## src/rtl/med9_pkg.sv

```systemverilog
package med9_pkg;
   typedef enum logic [2:0] {
      ST_WAIT  = 3'd0,
      ST_LATCH = 3'd1,
      ST_PASS  = 3'd2,
      ST_CMP   = 3'd3,
      ST_ADV   = 3'd4,
      ST_EMIT  = 3'd5
   } med_state_e;
endpackage

```

## src/rtl/med9_cmp.sv

```systemverilog
module med9_cmp #(
   parameter int DATA_W     = 8,
   parameter bit SIGNED_CMP = 1'b0
) (
   input  logic [DATA_W-1:0] a_i,
   input  logic [DATA_W-1:0] b_i,
   output logic              gt_o
);
   generate
      if (SIGNED_CMP) begin : g_signed
         assign gt_o = $signed(a_i) > $signed(b_i);
      end else begin : g_unsigned
         assign gt_o = a_i > b_i;
      end
   endgenerate
endmodule

```

## src/rtl/med9_ctrl.sv

```systemverilog
module med9_ctrl
   import med9_pkg::*;
#(
   parameter int N_SAMPLES = 9,
   localparam int IDX_W = $clog2(N_SAMPLES),
   localparam int CNT_W = $clog2(N_SAMPLES + 1)
) (
   input  logic             clk,
   input  logic             rst,
   input  logic             enable_i,
   input  logic             gt_i,
   output logic             wr_en_o,
   output logic [IDX_W-1:0] wr_idx_o,
   output logic [IDX_W-1:0] cmp_idx_o,
   output logic             swap_o,
   output logic             emit_o
);
   localparam logic [CNT_W-1:0] FULL_CNT  = CNT_W'(N_SAMPLES);
   localparam logic [CNT_W-1:0] PAIRS     = CNT_W'(N_SAMPLES - 1);
   localparam logic [IDX_W-1:0] LAST_PAIR = IDX_W'(N_SAMPLES - 1);

   med_state_e       state;
   logic [CNT_W-1:0] fill_cnt;
   logic [CNT_W-1:0] ord_cnt;
   logic [IDX_W-1:0] idx;

   assign wr_en_o   = (state == ST_WAIT) && enable_i;
   assign wr_idx_o  = fill_cnt[IDX_W-1:0];
   assign cmp_idx_o = idx;
   assign swap_o    = (state == ST_CMP) && gt_i;
   assign emit_o    = (state == ST_EMIT);

   always_ff @(posedge clk) begin
      if (rst) begin
         state    <= ST_WAIT;
         fill_cnt <= '0;
         ord_cnt  <= '0;
         idx      <= '0;
      end else begin
         unique case (state)
            ST_WAIT: begin
               if (enable_i) begin
                  fill_cnt <= fill_cnt + 1'b1;
                  state    <= ST_LATCH;
               end
            end
            ST_LATCH: state <= (fill_cnt == FULL_CNT) ? ST_PASS : ST_WAIT;
            ST_PASS: begin
               idx     <= '0;
               ord_cnt <= '0;
               state   <= ST_CMP;
            end
            ST_CMP: begin
               if (!gt_i) ord_cnt <= ord_cnt + 1'b1;
               idx   <= idx + 1'b1;
               state <= ST_ADV;
            end
            ST_ADV: begin
               if (idx == LAST_PAIR)
                  state <= (ord_cnt == PAIRS) ? ST_EMIT : ST_PASS;
               else
                  state <= ST_CMP;
            end
            ST_EMIT: begin
               fill_cnt <= '0;
               state    <= ST_WAIT;
            end
            default: state <= ST_WAIT;
         endcase
      end
   end

   assert_fill_bound_R2: assert property (@(posedge clk) disable iff (rst)
      fill_cnt <= FULL_CNT);
   assert_sort_ignores_enable_R8: assert property (@(posedge clk) disable iff (rst)
      (state == ST_PASS || state == ST_CMP || state == ST_ADV) |=> $stable(fill_cnt));
   assert_pair_index_R3: assert property (@(posedge clk) disable iff (rst)
      (state == ST_CMP) |-> (idx < LAST_PAIR));
endmodule

```

## src/rtl/med9_store.sv

```systemverilog
module med9_store #(
   parameter int DATA_W     = 8,
   parameter int N_SAMPLES  = 9,
   parameter bit SIGNED_CMP = 1'b0,
   localparam int IDX_W = $clog2(N_SAMPLES),
   localparam int MID   = N_SAMPLES / 2
) (
   input  logic              clk,
   input  logic              rst,
   input  logic              wr_en_i,
   input  logic [IDX_W-1:0]  wr_idx_i,
   input  logic [DATA_W-1:0] wr_data_i,
   input  logic [IDX_W-1:0]  cmp_idx_i,
   input  logic              swap_i,
   input  logic              sorted_i,
   output logic [DATA_W-1:0] lo_o,
   output logic [DATA_W-1:0] hi_o,
   output logic [DATA_W-1:0] mid_o
);
   logic [DATA_W-1:0] mem [N_SAMPLES];

   assign lo_o  = mem[cmp_idx_i];
   assign hi_o  = mem[cmp_idx_i + 1'b1];
   assign mid_o = mem[MID];

   function automatic logic in_order(input logic [DATA_W-1:0] a, input logic [DATA_W-1:0] b);
      if (SIGNED_CMP) return $signed(a) <= $signed(b);
      else            return a <= b;
   endfunction

   for (genvar k = 0; k < N_SAMPLES; k++) begin : g_slot
      logic take_hi, take_lo;
      if (k < N_SAMPLES - 1) begin : g_hi
         assign take_hi = swap_i && (cmp_idx_i == IDX_W'(k));
      end else begin : g_nohi
         assign take_hi = 1'b0;
      end
      if (k > 0) begin : g_lo
         assign take_lo = swap_i && (cmp_idx_i == IDX_W'(k - 1));
      end else begin : g_nolo
         assign take_lo = 1'b0;
      end

      always_ff @(posedge clk) begin
         if (rst)
            mem[k] <= '0;
         else if (wr_en_i && wr_idx_i == IDX_W'(k))
            mem[k] <= wr_data_i;
         else if (take_hi)
            mem[k] <= mem[(k + 1) % N_SAMPLES];
         else if (take_lo)
            mem[k] <= mem[(k + N_SAMPLES - 1) % N_SAMPLES];
      end

      if (k < N_SAMPLES - 1) begin : g_chk
         assert_sorted_at_emit_R5: assert property (@(posedge clk) disable iff (rst)
            sorted_i |-> in_order(mem[k], mem[k + 1]));
      end
   end

   assert_swap_orders_pair_R4: assert property (@(posedge clk) disable iff (rst)
      swap_i |=> in_order(mem[$past(cmp_idx_i)], mem[$past(cmp_idx_i) + 1'b1]));
endmodule

```

## src/rtl/med9_sorter.sv

```systemverilog
module med9_sorter #(
   parameter int DATA_W     = 8,
   parameter int N_SAMPLES  = 9,
   parameter bit SIGNED_CMP = 1'b0
) (
   input  logic              clk,
   input  logic              rst,
   input  logic              enable,
   input  logic [DATA_W-1:0] data_in,
   output logic              done,
   output logic [DATA_W-1:0] median
);
   localparam int IDX_W = $clog2(N_SAMPLES);

   if (N_SAMPLES < 3 || (N_SAMPLES % 2) == 0) begin : g_bad_count
      $error("N_SAMPLES must be odd and at least 3");
   end
   if (DATA_W < 1) begin : g_bad_width
      $error("DATA_W must be positive");
   end

   logic              wr_en, swap, emit, gt;
   logic [IDX_W-1:0]  wr_idx, cmp_idx;
   logic [DATA_W-1:0] lo, hi, mid;

   med9_ctrl #(.N_SAMPLES(N_SAMPLES)) u_ctrl (
      .clk(clk), .rst(rst), .enable_i(enable), .gt_i(gt),
      .wr_en_o(wr_en), .wr_idx_o(wr_idx), .cmp_idx_o(cmp_idx),
      .swap_o(swap), .emit_o(emit)
   );

   med9_store #(.DATA_W(DATA_W), .N_SAMPLES(N_SAMPLES), .SIGNED_CMP(SIGNED_CMP)) u_store (
      .clk(clk), .rst(rst), .wr_en_i(wr_en), .wr_idx_i(wr_idx), .wr_data_i(data_in),
      .cmp_idx_i(cmp_idx), .swap_i(swap), .sorted_i(emit),
      .lo_o(lo), .hi_o(hi), .mid_o(mid)
   );

   med9_cmp #(.DATA_W(DATA_W), .SIGNED_CMP(SIGNED_CMP)) u_cmp (
      .a_i(lo), .b_i(hi), .gt_o(gt)
   );

   always_ff @(posedge clk) begin
      if (rst) begin
         done   <= 1'b0;
         median <= '0;
      end else begin
         done <= emit;
         if (emit) median <= mid;
      end
   end

   assert_done_pulse_R6: assert property (@(posedge clk) disable iff (rst)
      done |=> !done);
   assert_median_hold_R7: assert property (@(posedge clk) disable iff (rst)
      !done |-> $stable(median));
endmodule

```

## config.mk

```make
export PLATFORM = sky130hd
export DESIGN_NAME = med9_sorter
export DESIGN_NICKNAME = d
export VERILOG_FILES = /design/src/rtl/med9_pkg.sv /design/src/rtl/med9_cmp.sv /design/src/rtl/med9_ctrl.sv /design/src/rtl/med9_store.sv /design/src/rtl/med9_sorter.sv
export SDC_FILE = /design/constraint.sdc
export NUM_CORES = 1
export LEC_CHECK = 0
export ABC_AREA = 1
export BUFFER_PORTS_ARGS = -buffer_cell sky130_fd_sc_hd__buf_4
export CELL_PAD_IN_SITES_DETAIL_PLACEMENT = 1
export CELL_PAD_IN_SITES_GLOBAL_PLACEMENT = 2
export CORE_MARGIN = 1
export CORE_UTILIZATION = 38
export DETAILED_ROUTE_END_ITERATION = 10
export GPL_ROUTABILITY_DRIVEN = 1
export GPL_TIMING_DRIVEN = 0
export PLACE_DENSITY = 0.91
export SLEW_MARGIN = 15
export SYNTH_ARGS = -nofsm -noshare
export SYNTH_HDL_FRONTEND = slang
export SYNTH_SLANG_ARGS = --single-unit
```

## constraint.sdc

```tcl
create_clock -name clk -period 4.1 [get_ports clk]
set_input_delay 0.615 -clock clk [delete_from_list [all_inputs] [get_ports clk]]
set_output_delay 0.615 -clock clk [all_outputs]
set_load 0.01 [all_outputs]
```

==> flow_metrics.py <==
metrics = {
    "setup_path": {
        "cp_max_fo": 11,
        "crit_slowest_cell": "dfxtp_2",
        "start_kind": "register",
        "required_ns": 4.17,
        "cp-end-kind": "register",
        "critical-path-max-stage-delay_ns": 0.35,
        "path_class": "register to register",
        "crit_arrival_ns": 3.97,
        "worstPathCellList": "inv_1, buf_4, ha_4, clkbuf_2, o211ai_1, nand3_1, nand3_1, o21ai_0, ha_1, nand2_1, nor2_4, nand2_1, nand2_4, nand3_4, nor2_4, buf_4, nand3_4, nand2_8",
        "r2r_slack_ns": 0.21,
    },
    "floorplan": {
        "io_pins": 20,
        "core-area_mm2": 0.0172,
        "dieArea_mm2": 0.0181,
        "row_count": 48,
        "die_h_um": 135,
        "initial_core_util_pct": 38.8,
        "fp.dieW_um": 135,
    },
    "placement": {
        "hpwl_mm": 19.0,
        "dp.cells": 1113,
        "place_congestion": 0.932,
        "io_buffers": 18,
        "dpl_cell_area_mm2": 0.00710,
    },
    "yosys": {
        "yosysTopAreaCellShare_pct": 32.3,
        "ys_warn_count": 0,
        "synth_area_mm2": 0.00669,
        "synth_edf_count": 72,
        "ys_top_cells_by_area": "edfxtp_1 (32%), nand2_1 (9.5%), dfxtp_1 (8.4%)",
        "synth-seq-cells": 100,
        "synthArstFlopShare_pct": 0,
        "syn_area_per_cell_um2": 7.68,
        "synth-main-ff-cell": "edfxtp_1",
        "synth.distinct_cells": 42,
        "syn_nets": 899,
        "yosysSeqAreaShare_pct": 40.7,
        "synthCells": 870,
        "synth_top_area_cell": "edfxtp_1",
    },
    "status": {
        "status": "finished clean",
    },
    "clocking": {
        "clock_sinks": 100,
        "clock_latency_ns": 0.37,
        "root_buffer": "clkbuf_16",
        "clk_path_buf_depth": 2,
        "numCtsBuffers": 9,
        "cts_tree": "done",
        "path_clk_slew_ns": 0.07,
        "htreeDepth": 3,
    },
    "timing": {
        "whs_ns": 0.464,
        "slew_viol_final": 0,
        "max_freq_mhz": 257,
        "setup_viol": 0,
        "rsz0062_at_grt": "no",
        "finalCritPeriodShare_pct": 95.0,
        "hold_violations": 0,
        "slew_headroom_pct": 56.2,
        "tightest_slew_ns": 0.657,
        "fin_skew_ns": 0.0100,
        "min_period_ns": 3.89,
    },
    "global_route": {
        "antenna_found_initial": 0,
        "grt_pass1_wl_mm": 38.2,
        "first_global_vias": 6617,
        "grt_use_total_pct": 28.3,
        "grt.overflow.total": 0,
        "grt_max_degree": 18,
    },
    "detailed_routing": {
        "route.detailed.drc": 0,
        "vias_per_cell": 5.80,
        "via_count": 6617,
        "dr.first_iter.drc_count": 555,
        "wl_mm": 24.4,
        "wl_per_cell_um": 21.4,
        "drtAntennaViolNets": 0,
        "dr.pass1.iters": 7,
    },
    "worst_hold_path": {
        "holdCritPathClass": "register to register",
    },
    "layout": {
        "post-route-util_pct": 44.1,
        "area_growth_pct": 13.7,
        "design_area_mm2": 0.00760,
        "fin_nets": 939,
        "n_fill_cell": 2108,
        "drive_gt1_share_pct": 12.1,
        "fin_cells": 1140,
        "diodes": 0,
    },
    "run": {
        "maxCapViolCount": 0,
    },
    "pwr": {
        "power_density_mw_per_mm2": 306,
        "leakagePower_nw": 2.91,
        "peakVddDrop_uv": 194,
    },
}
## routing by layer
| metal | track usage, % | up-vias | share of wire [%] | routed length, um |
|---|---|---|---|---|
| met2 | 46.4 | 200 | 47 | 11600 |
| met4 | 13.5 | 0 | 3.7 | 901 |
| met1 | 37.4 | 3294 | 45 | 11000 |
| li1 | - | 3078 | - | - |
| met3 | 2.82 | 45 | 4.0 | 969 |
| met5 | 0 | - | 0 | 0 |
## per-stage QoR
stage / setup TNS (ns) / total power [mW] / worst slack, ns
2_1_floorplan: 0 / 1.31 / 0.612
3_5_place_dp: -61.90 / 1.40 / -0.744
4_1_cts: 0 / 2.32 / 0.00352
5_1_grt: 0 / 2.39 / 0.0223
3_3_place_gp: -47.80 / 1.39 / -0.663
6_report: 0 / 2.33 / 0.205
## critical path, delay by kind of cell, from the launching register on
| family | cells | cell delay, ns |
|---|---|---|
| AND/OR/NAND/NOR | 10 | 1.50 |
| AO/OA/AOI/OAI | 2 | 0.28 |
| buffers and inverters | 4 | 0.86 |
| adder cells (fa/ha/maj) | 2 | 0.60 |
| flip-flops | 1 | 0.35 |
## placed cells by master, fill, tap and decap left out, types with 3 or more instances in the layout
cell type and count:
a21oi_1 74, buf_2 5, buf_4 30, clkbuf_1 14, clkbuf_16 10, clkbuf_2 4
dfxtp_1 27, edfxtp_1 72, ha_1 17, inv_1 95, inv_2 6, nand2_1 167
nand2_2 3, nand3_1 35, nand3_4 4, nand3b_1 4, nand4_4 5, nor2_1 103
nor2_2 6, nor2_4 10, nor2_8 3, nor3_1 14, o211ai_1 36, o21ai_0 106
o21ai_1 7, o221ai_1 6, o22ai_1 15
## final timing paths
path,from,endpoint,depth (start not counted)
worst max-delay path,u_ctrl.cmp_idx_o[0]$_SDFFE_PP0N_,u_store.mem[1][2]$_DFFE_PP_,18
worst min-delay path,median[5]$_SDFFE_PP0P_,median[5]$_SDFFE_PP0P_,2
worst max register to register,u_ctrl.cmp_idx_o[0]$_SDFFE_PP0N_,u_store.mem[1][2]$_DFFE_PP_,18
worst min register to register,median[5]$_SDFFE_PP0P_,median[5]$_SDFFE_PP0P_,2
## registers in the layout, summed over array words and instances (netlist names), named ones only
signal / count
u_ctrl.cmp_idx_o: 4
done: 1
u_ctrl.wr_idx_o: 4
u_store.mem: 72
median: 8
u_ctrl.ord_cnt: 4
u_ctrl.state: 3
## layout make-up
cell class | instances | area, um2 | share of cell area, %
multi-input combinational | 638 | 3500 | 46.1
sequential | 100 | 2720 | 35.8
inverter | 102 | 383 | 5.04
tap | 225 | 282 | 3.70
clock buffer | 11 | 254 | 3.34
timing repair buffer | 29 | 230 | 3.03
buffer | 30 | 170 | 2.24
clock inverter | 5 | 58.8 | 0.773
## power by group
part,internal (mW),switching [mW],leakage (nW)
Sequential,1.12,0.0397,0.974
Clock,0.513,0.422,0.149
Combinational,0.0714,0.162,1.79
Total,1.70,0.624,2.91
## cells by family (layout without fill, tap and decap cells)
group           count (synthesis)  count (layout)  share of synthesized area, %
compound gates                249             249                          20.8
xor+xnor                        2               2                         0.262
flops                         100             100                          40.7
buf+inv                       132             177                          8.03
simple gates                  369             369                          26.8
fa+ha+maj                      18              18                          3.37
## timing repair
item                       in CTS  in global routing
pin swaps                       2                  2
setup endpoints to repair     147                108
buffers inserted                3                  8
hold buffers                    0                  0
gates resized for setup        15                 17
## Yosys cell counts (5+ instances only)
library cell,count
a21oi_1,74
buf_2,5
clkbuf_1,20
dfxtp_1,28
edfxtp_1,72
ha_1,18
inv_1,95
inv_2,6
nand2_1,170
nand3_1,37
nand4_4,5
nor2_1,104
nor2_2,5
nor2_4,10
nor3_1,14
o211ai_1,36
o21ai_0,108
o21ai_1,5
o221ai_1,6
o22ai_1,15
Note: power is estimated with default switching activity, not from simulation.
